==> config.mk <==
export PLATFORM = sky130hd
export DESIGN_NAME = clksynth_regport
export DESIGN_NICKNAME = d
export VERILOG_FILES = /design/src/rtl/clksynth_pkg.sv /design/src/rtl/clksynth_idx_seq.sv /design/src/rtl/clksynth_coef_bank.sv /design/src/rtl/clksynth_palette.sv /design/src/rtl/clksynth_mask_ctl.sv /design/src/rtl/clksynth_regport.sv
export SDC_FILE = /design/constraint.sdc
export NUM_CORES = 1
export LEC_CHECK = 0
export ABC_AREA = 1
export BUFFER_PORTS_ARGS = -buffer_cell sky130_fd_sc_hd__buf_2
export CAP_MARGIN = 20
export CORE_MARGIN = 2
export CORE_UTILIZATION = 33
export CTS_CLUSTER_SIZE = 30
export DETAILED_ROUTE_END_ITERATION = 10
export GPL_TIMING_DRIVEN = 0
export PLACE_DENSITY = 0.48
export SLEW_MARGIN = 15
export SYNTH_ARGS = -nofsm -noshare
export SYNTH_HDL_FRONTEND = slang
export SYNTH_HIERARCHICAL = 1
export SYNTH_SLANG_ARGS = --single-unit
export TNS_END_PERCENT = 5
==> constraint.sdc <==
create_clock -name clk -period 2.87 [get_ports clk]
set_input_delay 0.1435 -clock clk [delete_from_list [all_inputs] [get_ports clk]]
set_output_delay 0.1435 -clock clk [all_outputs]
set_load 0.05 [all_outputs]
==> src/rtl/clksynth_pkg.sv <==
package clksynth_pkg;

    localparam int unsigned COEF_W = 7;

    typedef enum logic [1:0] {
        PORT_MASK = 2'd0,
        PORT_RIDX = 2'd1,
        PORT_WIDX = 2'd2,
        PORT_DATA = 2'd3
    } port_e;

    typedef enum logic [1:0] {
        PIX_8B  = 2'd0,
        PIX_15B = 2'd1,
        PIX_16B = 2'd2,
        PIX_32B = 2'd3
    } pix_mode_e;

    // Fixed identification entries of the coefficient table
    localparam logic [COEF_W-1:0] FIX0_M = 7'h28;
    localparam logic [COEF_W-1:0] FIX0_N = 7'h61;
    localparam logic [COEF_W-1:0] FIX1_M = 7'h3D;
    localparam logic [COEF_W-1:0] FIX1_N = 7'h62;

    // Pixel clock entry and its reset coefficients
    localparam int unsigned        PIXCLK_ENTRY = 2;
    localparam logic [COEF_W-1:0]  PIXCLK_RST_M = 7'h7F;
    localparam logic [COEF_W-1:0]  PIXCLK_RST_N = 7'h52;

    // Last byte phase of an entry in each decode
    localparam logic [1:0] PAIR_LAST    = 2'd1;
    localparam logic [1:0] TRIPLET_LAST = 2'd2;

    localparam logic [3:0] ID_NIBBLE = 4'h7;

endpackage

==> src/rtl/clksynth_idx_seq.sv <==
module clksynth_idx_seq
    import clksynth_pkg::*;
#(
    parameter int unsigned IDX_W = 8
) (
    input  logic             clk,
    input  logic             rst_n,
    input  logic             load,
    input  logic [IDX_W-1:0] load_val,
    input  logic             step,
    input  logic             pair_mode,
    output logic [IDX_W-1:0] idx_o,
    output logic [1:0]       phase_o
);

    typedef struct packed {
        logic [IDX_W-1:0] idx;
        logic [1:0]       phase;
    } seq_t;

    seq_t       seq_d, seq_q;
    logic [1:0] last_phase;

    always_comb begin
        last_phase = pair_mode ? PAIR_LAST : TRIPLET_LAST;
        seq_d      = seq_q;
        if (load) begin
            seq_d.idx   = load_val;
            seq_d.phase = 2'd0;
        end else if (step) begin
            if (seq_q.phase >= last_phase) begin
                seq_d.phase = 2'd0;
                seq_d.idx   = seq_q.idx + 1'b1;
            end else begin
                seq_d.phase = seq_q.phase + 2'd1;
            end
        end
    end

    always_ff @(posedge clk or negedge rst_n) begin
        if (!rst_n) seq_q <= '0;
        else        seq_q <= seq_d;
    end

    assign idx_o   = seq_q.idx;
    assign phase_o = seq_q.phase;

    // an index load restarts the byte phase
    a_r2_index_load: assert property (@(posedge clk) disable iff (!rst_n)
        load |=> (seq_q.idx == $past(load_val)) && (seq_q.phase == 2'd0));

    // the N byte of a pair moves on to the next entry
    a_r3_pair_wrap: assert property (@(posedge clk) disable iff (!rst_n)
        (step && !load && pair_mode && seq_q.phase == PAIR_LAST)
        |=> (seq_q.phase == 2'd0) && (seq_q.idx == IDX_W'($past(seq_q.idx) + 1'b1)));

endmodule

==> src/rtl/clksynth_coef_bank.sv <==
module clksynth_coef_bank
    import clksynth_pkg::*;
#(
    parameter int unsigned ENTRIES = 16,
    parameter int unsigned SEL_W   = $clog2(ENTRIES)
) (
    input  logic                      clk,
    input  logic                      rst_n,
    input  logic                      we,
    input  logic [SEL_W-1:0]          w_sel,
    input  logic                      w_is_n,
    input  logic [COEF_W-1:0]         wdata,
    input  logic [SEL_W-1:0]          r_sel,
    input  logic                      r_is_n,
    output logic [COEF_W-1:0]         rdata,
    output logic [ENTRIES*COEF_W-1:0] m_flat,
    output logic [ENTRIES*COEF_W-1:0] n_flat
);

    typedef struct packed {
        logic [COEF_W-1:0] m;
        logic [COEF_W-1:0] n;
    } coef_t;

    logic [COEF_W-1:0] m_arr [ENTRIES];
    logic [COEF_W-1:0] n_arr [ENTRIES];

    for (genvar e = 0; e < ENTRIES; e++) begin : g_ent
        if (e == 0) begin : g_fix0
            assign m_arr[e] = FIX0_M;
            assign n_arr[e] = FIX0_N;
        end else if (e == 1) begin : g_fix1
            assign m_arr[e] = FIX1_M;
            assign n_arr[e] = FIX1_N;
        end else begin : g_rw
            localparam logic [COEF_W-1:0] RST_M = (e == PIXCLK_ENTRY) ? PIXCLK_RST_M : '0;
            localparam logic [COEF_W-1:0] RST_N = (e == PIXCLK_ENTRY) ? PIXCLK_RST_N : '0;

            coef_t ent_d, ent_q;

            always_comb begin
                ent_d = ent_q;
                if (we && (w_sel == SEL_W'(e))) begin
                    if (w_is_n) ent_d.n = wdata;
                    else        ent_d.m = wdata;
                end
            end

            always_ff @(posedge clk or negedge rst_n) begin
                if (!rst_n) begin
                    ent_q.m <= RST_M;
                    ent_q.n <= RST_N;
                end else begin
                    ent_q <= ent_d;
                end
            end

            assign m_arr[e] = ent_q.m;
            assign n_arr[e] = ent_q.n;

            // a write to this entry lands in the addressed word
            a_r5_coef_write: assert property (@(posedge clk) disable iff (!rst_n)
                (we && w_sel == SEL_W'(e))
                |=> ($past(w_is_n) ? ent_q.n : ent_q.m) == $past(wdata));
        end

        assign m_flat[e*COEF_W +: COEF_W] = m_arr[e];
        assign n_flat[e*COEF_W +: COEF_W] = n_arr[e];
    end

    assign rdata = r_is_n ? n_arr[r_sel] : m_arr[r_sel];

endmodule

==> src/rtl/clksynth_palette.sv <==
module clksynth_palette #(
    parameter int unsigned ENTRIES = 16,
    parameter int unsigned SEL_W   = $clog2(ENTRIES)
) (
    input  logic             clk,
    input  logic             rst_n,
    input  logic             we,
    input  logic [SEL_W-1:0] w_sel,
    input  logic [1:0]       w_phase,
    input  logic [7:0]       wdata,
    input  logic [SEL_W-1:0] r_sel,
    input  logic [1:0]       r_phase,
    output logic [7:0]       rdata
);

    localparam int unsigned BYTES  = ENTRIES * 3;
    localparam int unsigned ADDR_W = $clog2(BYTES);

    function automatic logic [ADDR_W-1:0] byte_addr(input logic [SEL_W-1:0] s,
                                                    input logic [1:0] p);
        return ADDR_W'(int'(s) * 3 + int'(p));
    endfunction

    logic [7:0] mem_d [BYTES];
    logic [7:0] mem_q [BYTES];

    always_comb begin
        mem_d = mem_q;
        if (we) mem_d[byte_addr(w_sel, w_phase)] = wdata;
    end

    always_ff @(posedge clk or negedge rst_n) begin
        if (!rst_n) begin
            for (int i = 0; i < BYTES; i++) mem_q[i] <= '0;
        end else begin
            mem_q <= mem_d;
        end
    end

    assign rdata = mem_q[byte_addr(r_sel, r_phase)];

    // the colour phase handed to the table never leaves red/green/blue
    a_r7_phase_bounds: assert property (@(posedge clk) disable iff (!rst_n)
        we |-> (w_phase <= 2'd2));

endmodule

==> src/rtl/clksynth_mask_ctl.sv <==
module clksynth_mask_ctl
    import clksynth_pkg::*;
#(
    parameter logic [3:0] CHIP_REV = 4'h2
) (
    input  logic       clk,
    input  logic       rst_n,
    input  logic       pll_sel,
    input  logic       mask_rd,
    input  logic       mask_wr,
    input  logic       other_acc,
    input  logic [7:0] wdata,
    output logic [7:0] rdata,
    output logic [7:0] cmd_o,
    output logic [1:0] pix_mode_o
);

    localparam logic [7:0] ID_BYTE = {ID_NIBBLE, CHIP_REV};
    localparam logic [1:0] ID_SLOT = 2'd3;

    typedef struct packed {
        logic [7:0] cmd;
        logic [7:0] pmask;
        logic [1:0] rd_cnt;
    } mctl_t;

    mctl_t     st_d, st_q;
    pix_mode_e mode;

    always_comb begin
        st_d = st_q;
        if (mask_wr) begin
            if (pll_sel) st_d.cmd   = wdata;
            else         st_d.pmask = wdata;
            st_d.rd_cnt = 2'd0;
        end else if (mask_rd) begin
            st_d.rd_cnt = (st_q.rd_cnt == ID_SLOT) ? 2'd0 : st_q.rd_cnt + 2'd1;
        end else if (other_acc) begin
            st_d.rd_cnt = 2'd0;
        end
    end

    always_ff @(posedge clk or negedge rst_n) begin
        if (!rst_n) begin
            st_q.cmd    <= 8'h00;
            st_q.pmask  <= 8'hFF;
            st_q.rd_cnt <= 2'd0;
        end else begin
            st_q <= st_d;
        end
    end

    always_comb begin
        unique case (st_q.cmd[6:5])
            2'b00:   mode = PIX_8B;
            2'b01:   mode = PIX_15B;
            2'b11:   mode = PIX_16B;
            default: mode = PIX_32B;
        endcase
    end

    always_comb begin
        if (st_q.rd_cnt == ID_SLOT) rdata = ID_BYTE;
        else if (pll_sel)           rdata = st_q.cmd;
        else                        rdata = st_q.pmask;
    end

    assign cmd_o      = st_q.cmd;
    assign pix_mode_o = mode;

    // a command write in the synthesizer decode is captured
    a_r6_cmd_load: assert property (@(posedge clk) disable iff (!rst_n)
        (mask_wr && pll_sel) |=> cmd_o == $past(wdata));

    // a mask write in the palette decode leaves the command alone
    a_r6_cmd_kept: assert property (@(posedge clk) disable iff (!rst_n)
        (mask_wr && !pll_sel) |=> $stable(cmd_o));

    // any other access restarts the mask-read count
    a_r9_count_clear: assert property (@(posedge clk) disable iff (!rst_n)
        ((other_acc || mask_wr) && !mask_rd) |=> st_q.rd_cnt == 2'd0);

    // four mask reads in a row from a cleared count give the ID byte
    a_r8_id_fourth: assert property (@(posedge clk) disable iff (!rst_n)
        (mask_rd && $past(mask_rd) && $past(mask_rd, 2) && $past(mask_rd, 3)
         && !$past(mask_wr) && !$past(mask_wr, 2) && !$past(mask_wr, 3)
         && ($past(st_q.rd_cnt, 3) == 2'd0)) |-> rdata == ID_BYTE);

endmodule

==> src/rtl/clksynth_regport.sv <==
module clksynth_regport
    import clksynth_pkg::*;
#(
    parameter int unsigned PLL_ENTRIES = 16,
    parameter int unsigned LUT_ENTRIES = 16,
    parameter logic [3:0]  CHIP_REV    = 4'h2
) (
    input  logic                          clk,
    input  logic                          rst_n,
    input  logic                          pll_sel,
    input  logic [1:0]                    bus_addr,
    input  logic                          bus_rd,
    input  logic                          bus_wr,
    input  logic [7:0]                    bus_wdata,
    output logic [7:0]                    bus_rdata,
    output logic [7:0]                    cmd_o,
    output logic [1:0]                    pix_mode_o,
    output logic [PLL_ENTRIES*COEF_W-1:0] pll_m_o,
    output logic [PLL_ENTRIES*COEF_W-1:0] pll_n_o
);

    localparam int unsigned IDX_W   = 8;
    localparam int unsigned PSEL_W  = $clog2(PLL_ENTRIES);
    localparam int unsigned LSEL_W  = $clog2(LUT_ENTRIES);

    port_e addr;
    assign addr = port_e'(bus_addr);

    // Access decode
    logic acc_mask_rd, acc_mask_wr, acc_other;
    logic rix_load, wix_load, data_rd, data_wr;

    always_comb begin
        acc_mask_rd = bus_rd && (addr == PORT_MASK);
        acc_mask_wr = bus_wr && (addr == PORT_MASK);
        acc_other   = (bus_rd || bus_wr) && (addr != PORT_MASK);
        rix_load    = bus_wr && (addr == PORT_RIDX);
        wix_load    = bus_wr && (addr == PORT_WIDX);
        data_rd     = bus_rd && (addr == PORT_DATA);
        data_wr     = bus_wr && (addr == PORT_DATA);
    end

    logic [IDX_W-1:0] r_idx, w_idx;
    logic [1:0]       r_ph,  w_ph;

    clksynth_idx_seq #(.IDX_W(IDX_W)) u_rd_seq (
        .clk      (clk),
        .rst_n    (rst_n),
        .load     (rix_load),
        .load_val (bus_wdata),
        .step     (data_rd),
        .pair_mode(pll_sel),
        .idx_o    (r_idx),
        .phase_o  (r_ph)
    );

    clksynth_idx_seq #(.IDX_W(IDX_W)) u_wr_seq (
        .clk      (clk),
        .rst_n    (rst_n),
        .load     (wix_load),
        .load_val (bus_wdata),
        .step     (data_wr),
        .pair_mode(pll_sel),
        .idx_o    (w_idx),
        .phase_o  (w_ph)
    );

    logic [COEF_W-1:0] coef_rdata;

    clksynth_coef_bank #(.ENTRIES(PLL_ENTRIES)) u_coef (
        .clk    (clk),
        .rst_n  (rst_n),
        .we     (data_wr && pll_sel),
        .w_sel  (w_idx[PSEL_W-1:0]),
        .w_is_n (w_ph[0]),
        .wdata  (bus_wdata[COEF_W-1:0]),
        .r_sel  (r_idx[PSEL_W-1:0]),
        .r_is_n (r_ph[0]),
        .rdata  (coef_rdata),
        .m_flat (pll_m_o),
        .n_flat (pll_n_o)
    );

    logic [7:0] lut_rdata;

    clksynth_palette #(.ENTRIES(LUT_ENTRIES)) u_lut (
        .clk     (clk),
        .rst_n   (rst_n),
        .we      (data_wr && !pll_sel),
        .w_sel   (w_idx[LSEL_W-1:0]),
        .w_phase (w_ph),
        .wdata   (bus_wdata),
        .r_sel   (r_idx[LSEL_W-1:0]),
        .r_phase (r_ph),
        .rdata   (lut_rdata)
    );

    logic [7:0] mask_rdata;

    clksynth_mask_ctl #(.CHIP_REV(CHIP_REV)) u_mask (
        .clk        (clk),
        .rst_n      (rst_n),
        .pll_sel    (pll_sel),
        .mask_rd    (acc_mask_rd),
        .mask_wr    (acc_mask_wr),
        .other_acc  (acc_other),
        .wdata      (bus_wdata),
        .rdata      (mask_rdata),
        .cmd_o      (cmd_o),
        .pix_mode_o (pix_mode_o)
    );

    // Read data return
    always_comb begin
        bus_rdata = 8'h00;
        if (bus_rd) begin
            unique case (addr)
                PORT_MASK: bus_rdata = mask_rdata;
                PORT_RIDX: bus_rdata = r_idx;
                PORT_WIDX: bus_rdata = w_idx;
                default:   bus_rdata = pll_sel ? {1'b0, coef_rdata} : lut_rdata;
            endcase
        end
    end

    // data reads never move the write pointer
    a_r10_rd_keeps_wr: assert property (@(posedge clk) disable iff (!rst_n)
        (data_rd && !bus_wr) |=> $stable(w_idx) && $stable(w_ph));

    // data writes never move the read pointer
    a_r10_wr_keeps_rd: assert property (@(posedge clk) disable iff (!rst_n)
        (data_wr && !bus_rd) |=> $stable(r_idx) && $stable(r_ph));

    // synthesizer data reads clear the top bit
    a_r3_msb_zero: assert property (@(posedge clk) disable iff (!rst_n)
        (data_rd && pll_sel) |-> !bus_rdata[7]);

endmodule

==> impl_metrics.env <==
export IMPL_ys_ff_latch=618
export IMPL_p_leak_uw=0.0190
export IMPL_cts_sinks=618
export IMPL_drc=0
export IMPL_rows=112
export IMPL_fin_nets=4558
export IMPL_fmaxAchievable_ghz=0.245
export IMPL_slowest_stage="fa_2"
export IMPL_cts_tree="built"
export IMPL_slew_violations=0
export IMPL_hold_class="in2reg"
export IMPL_crit_path_cell_trace="inv_2 -> fa_1 -> inv_2 -> ha_4 -> inv_2 -> fa_2 -> buf_12 -> inv_8 -> clkbuf_16 -> clkbuf_16 -> buf_4 -> nor3_4 -> o211ai_1 -> nand2_2 -> nand2_2 -> nand3_2 -> nand2_2 -> nor2_4 -> buf_8"
export IMPL_root_buffer="clkbuf_16"
export IMPL_synth_top_cell_by_area="dfrtp_1"
export IMPL_clockBufferDepth=3
export IMPL_rrSetupSlack_ps=-580
export IMPL_drt_first_pass_iters=6
export IMPL_violations="setup timing"
export IMPL_worstPathRequired_ps=2730
export IMPL_worstSetupPathType="reg2out"
export IMPL_die_h_um=310
export IMPL_syn_inst=4096
export IMPL_synth_top_family_by_area="simple AND/OR/NAND/NOR gates"
export IMPL_syn_area_per_cell_um2=7.53
export IMPL_slew_headroom_pct=35.3
export IMPL_yosys_top_cells_area="dfrtp_1 49%, nand2_1 20%, o21ai_0 9.8%, nand3_1 6.5%, inv_1 2.6%"
export IMPL_antenna_cells=0
export IMPL_maxCapViolations=0
export IMPL_cts_buffers=75
export IMPL_gp_congestion=0.972
export IMPL_num_io_pins=257
export IMPL_routed_via_density=5.19
export IMPL_cp_data_arrival_time_ps=3940
export IMPL_yosys_warnings=6
export IMPL_grt_use_total_pct=27.5
export IMPL_layout_drive_gt1_share_pct=20.7
export IMPL_dp_hpwl_um=93200
export IMPL_synth_xor_area_share_pct=0.0811
export IMPL_overflow=0
export IMPL_wl_per_cell_um=23.0
export IMPL_synth_cell_area_um2=30800
export IMPL_cts_htree_levels=3
export IMPL_ys_dominant_reg_cell="dfrtp_1"
export IMPL_yosysSeqAreaShare_pct=50.2
export IMPL_ant_nets=0
export IMPL_critPathTopFamily="adder cells"
export IMPL_die_w_um=310
export IMPL_ir_drop_uv=1070
export IMPL_synthMuxAreaShare_pct=0
export IMPL_post_route_util_pct=42.3
export IMPL_core_um2=93000
export IMPL_rsz0062_at_grt="true"
export IMPL_die_area_um2=95900
export IMPL_cp_buffers_inverters=9
export IMPL_timing_final_crit_share_pct=142
export IMPL_setup_viol=392
export IMPL_synth_compound_area_share_pct=10.9
export IMPL_antenna_found_initial=0
export IMPL_status="complete, but fails checks"
export IMPL_first_global_vias=28300
export IMPL_fin_skew_ps=39.3
export IMPL_hold_viol=0
export IMPL_async_flop_share_pct=100
export IMPL_grt_pass1_wl_um=194000
export IMPL_synth_edf_count=0
export IMPL_p_per_area_nw_per_um2=1340
export IMPL_drt_initial_drc_count=3411
export IMPL_io_buffers=226
export IMPL_end_kind="primary output"
export IMPL_grt_max_degree=96
export IMPL_cts_clk_slew_worst_paths_ps=60
export IMPL_layout_setup_ws_ps=-1220
export IMPL_min_period_ps=4090
export IMPL_cp_max_fo=7
export IMPL_synthSimpleGateAreaFrac_pct=29.9
export IMPL_cp_start_kind="flip-flop"
export IMPL_num_vias=30200
export IMPL_yosysMostFrequentCell="nand2_1"
export IMPL_synth_common_cells="1,669 x nand2_1, 602 x o21ai_0, 600 x dfrtp_1"
export IMPL_synth_top_area_share_pct=48.7
export IMPL_ys_types=38
export IMPL_synthAdderAreaFrac_pct=1.27
export IMPL_max_stage_delay_ps=540
export IMPL_syn_to_final_growth_pct=27.5
export IMPL_worst_pin_slew_ps=971
export IMPL_clkLatencyLatePin_ps=650
export IMPL_power_uw=52900
export IMPL_routed_wl_um=134000
export IMPL_start_util_pct=33.2
-- worst paths after layout --
check | startpoint | to | depth (start not counted)
worst min-delay path | bus_addr[1] | u_wr_seq/phase_o[0] | 5
worst max register to register | u_wr_seq/idx_o[0] | u_lut/mem_q[85] | 9
max in group asynchronous | rst_n | u_rd_seq/idx_o[2] | 4
worst max-delay path | u_rd_seq/idx_o[0] | bus_rdata[4] | 19
min in group asynchronous | rst_n | u_lut/mem_q[300] | 2
worst min register to register | u_mask/st_q[8] | u_mask/st_q[8] | 2
-- sequential cells by signal (all words and copies together) (netlist names) --
name,cells
u_mask/st_q,10
u_lut/mem_q,384
u_coef/n_flat,98
u_rd_seq/phase_o,2
u_mask/cmd_o,8
u_wr_seq/phase_o,2
u_rd_seq/idx_o,8
u_coef/m_flat,98
u_wr_seq/idx_o,8
-- metal layers --
layer	up-vias	part of all wire [%]	GRT usage [%]
met1	14700	43	38.4
met2	1251	45	42.2
met3	286	7.2	4.15
met5	-	0	0
met4	0	4.8	12.5
li1	14000	-	-
-- report_power, final --
part           total, µW  switching, µW  internal (µW)
Combinational      30900          21500           9400
Clock              10100           3940           6130
Sequential         11900           1410          10500
-- worst register-to-register path: cells and delay by family (launching register included) --
kind	cells	cell delay (ps)
fa+ha+maj	3	1340
simple gates	4	1060
flops	1	500
buf+inv	1	320
compound gates	1	70
-- cells by family (layout without fill, tap and decap cells) --
| logic type | Yosys count | after routing |
|---|---|---|
| and+or+nand+nor | 2249 | 2249 |
| AOI/OAI and AO/OA | 659 | 659 |
| DFF | 618 | 618 |
| buffers and inverters | 537 | 988 |
| adders and majority gates | 29 | 29 |
| other | 2 | 28 |
| xor gates and xnor gates | 2 | 2 |
-- stage by stage --
stage | instance area, µm² | std cells | setup WS [ps] | hold slack (ps) | TNS (ps)
after global routing | 39300 | 5827 | -1310 | 108 | -178520
after detailed placement | 34100 | 5609 | -2080 | 166 | -481220
after floorplan | 31200 | 4122 | -153 | -152 | -1720
after global placement | 33900 | 5602 | -13760 | 417 | -8075760
final | 39300 | 5827 | -1220 | 84.6 | -144560
after CTS | 38400 | 5797 | -1280 | 45.7 | -127350
-- placed cells by master, fill, tap and decap left out, types with 10 or more instances in the layout --
cell type         n
nand3_1         330
nand4_1          39
o21ai_0         390
or2_2            10
inv_2            20
o21ai_2          49
o21ai_1         168
buf_2           277
conb_1           28
buf_12           10
dfrtp_1         592
buf_6            52
nand3_4          23
nor2_2           14
nand2_4          11
clkbuf_8         43
a21oi_1          26
buf_8            17
o211ai_1         13
dfstp_2          18
clkbuf_2         34
buf_4            72
clkbuf_1        100
inv_1           208
clkbuf_4         12
nor2_1           68
dlygate4sd3_1    10
nand2_1        1601
nand2_2          66
ha_1             22
nand3_2          48
nor2_4           21
clkbuf_16        86
-- layout make-up --
type                       instances  area (µm²)
buffer                           302        2120
inverter                         234         901
multi-input combinational       2967       14300
fill                            9872       53700
timing repair buffer             316        2340
clock buffer                     115        2290
tap                             1254        1570
sequential                       618       15500
clock inverter                    21         297
-- timing repair --
item,in CTS,in global routing
gates resized for setup,490,258
hold endpoints to repair,108,0
hold buffers,10,0
buffers inserted,33,30
cloned,9,1
setup endpoints to repair,392,392
pin swaps,47,47
(Power assumes the default switching activity.)
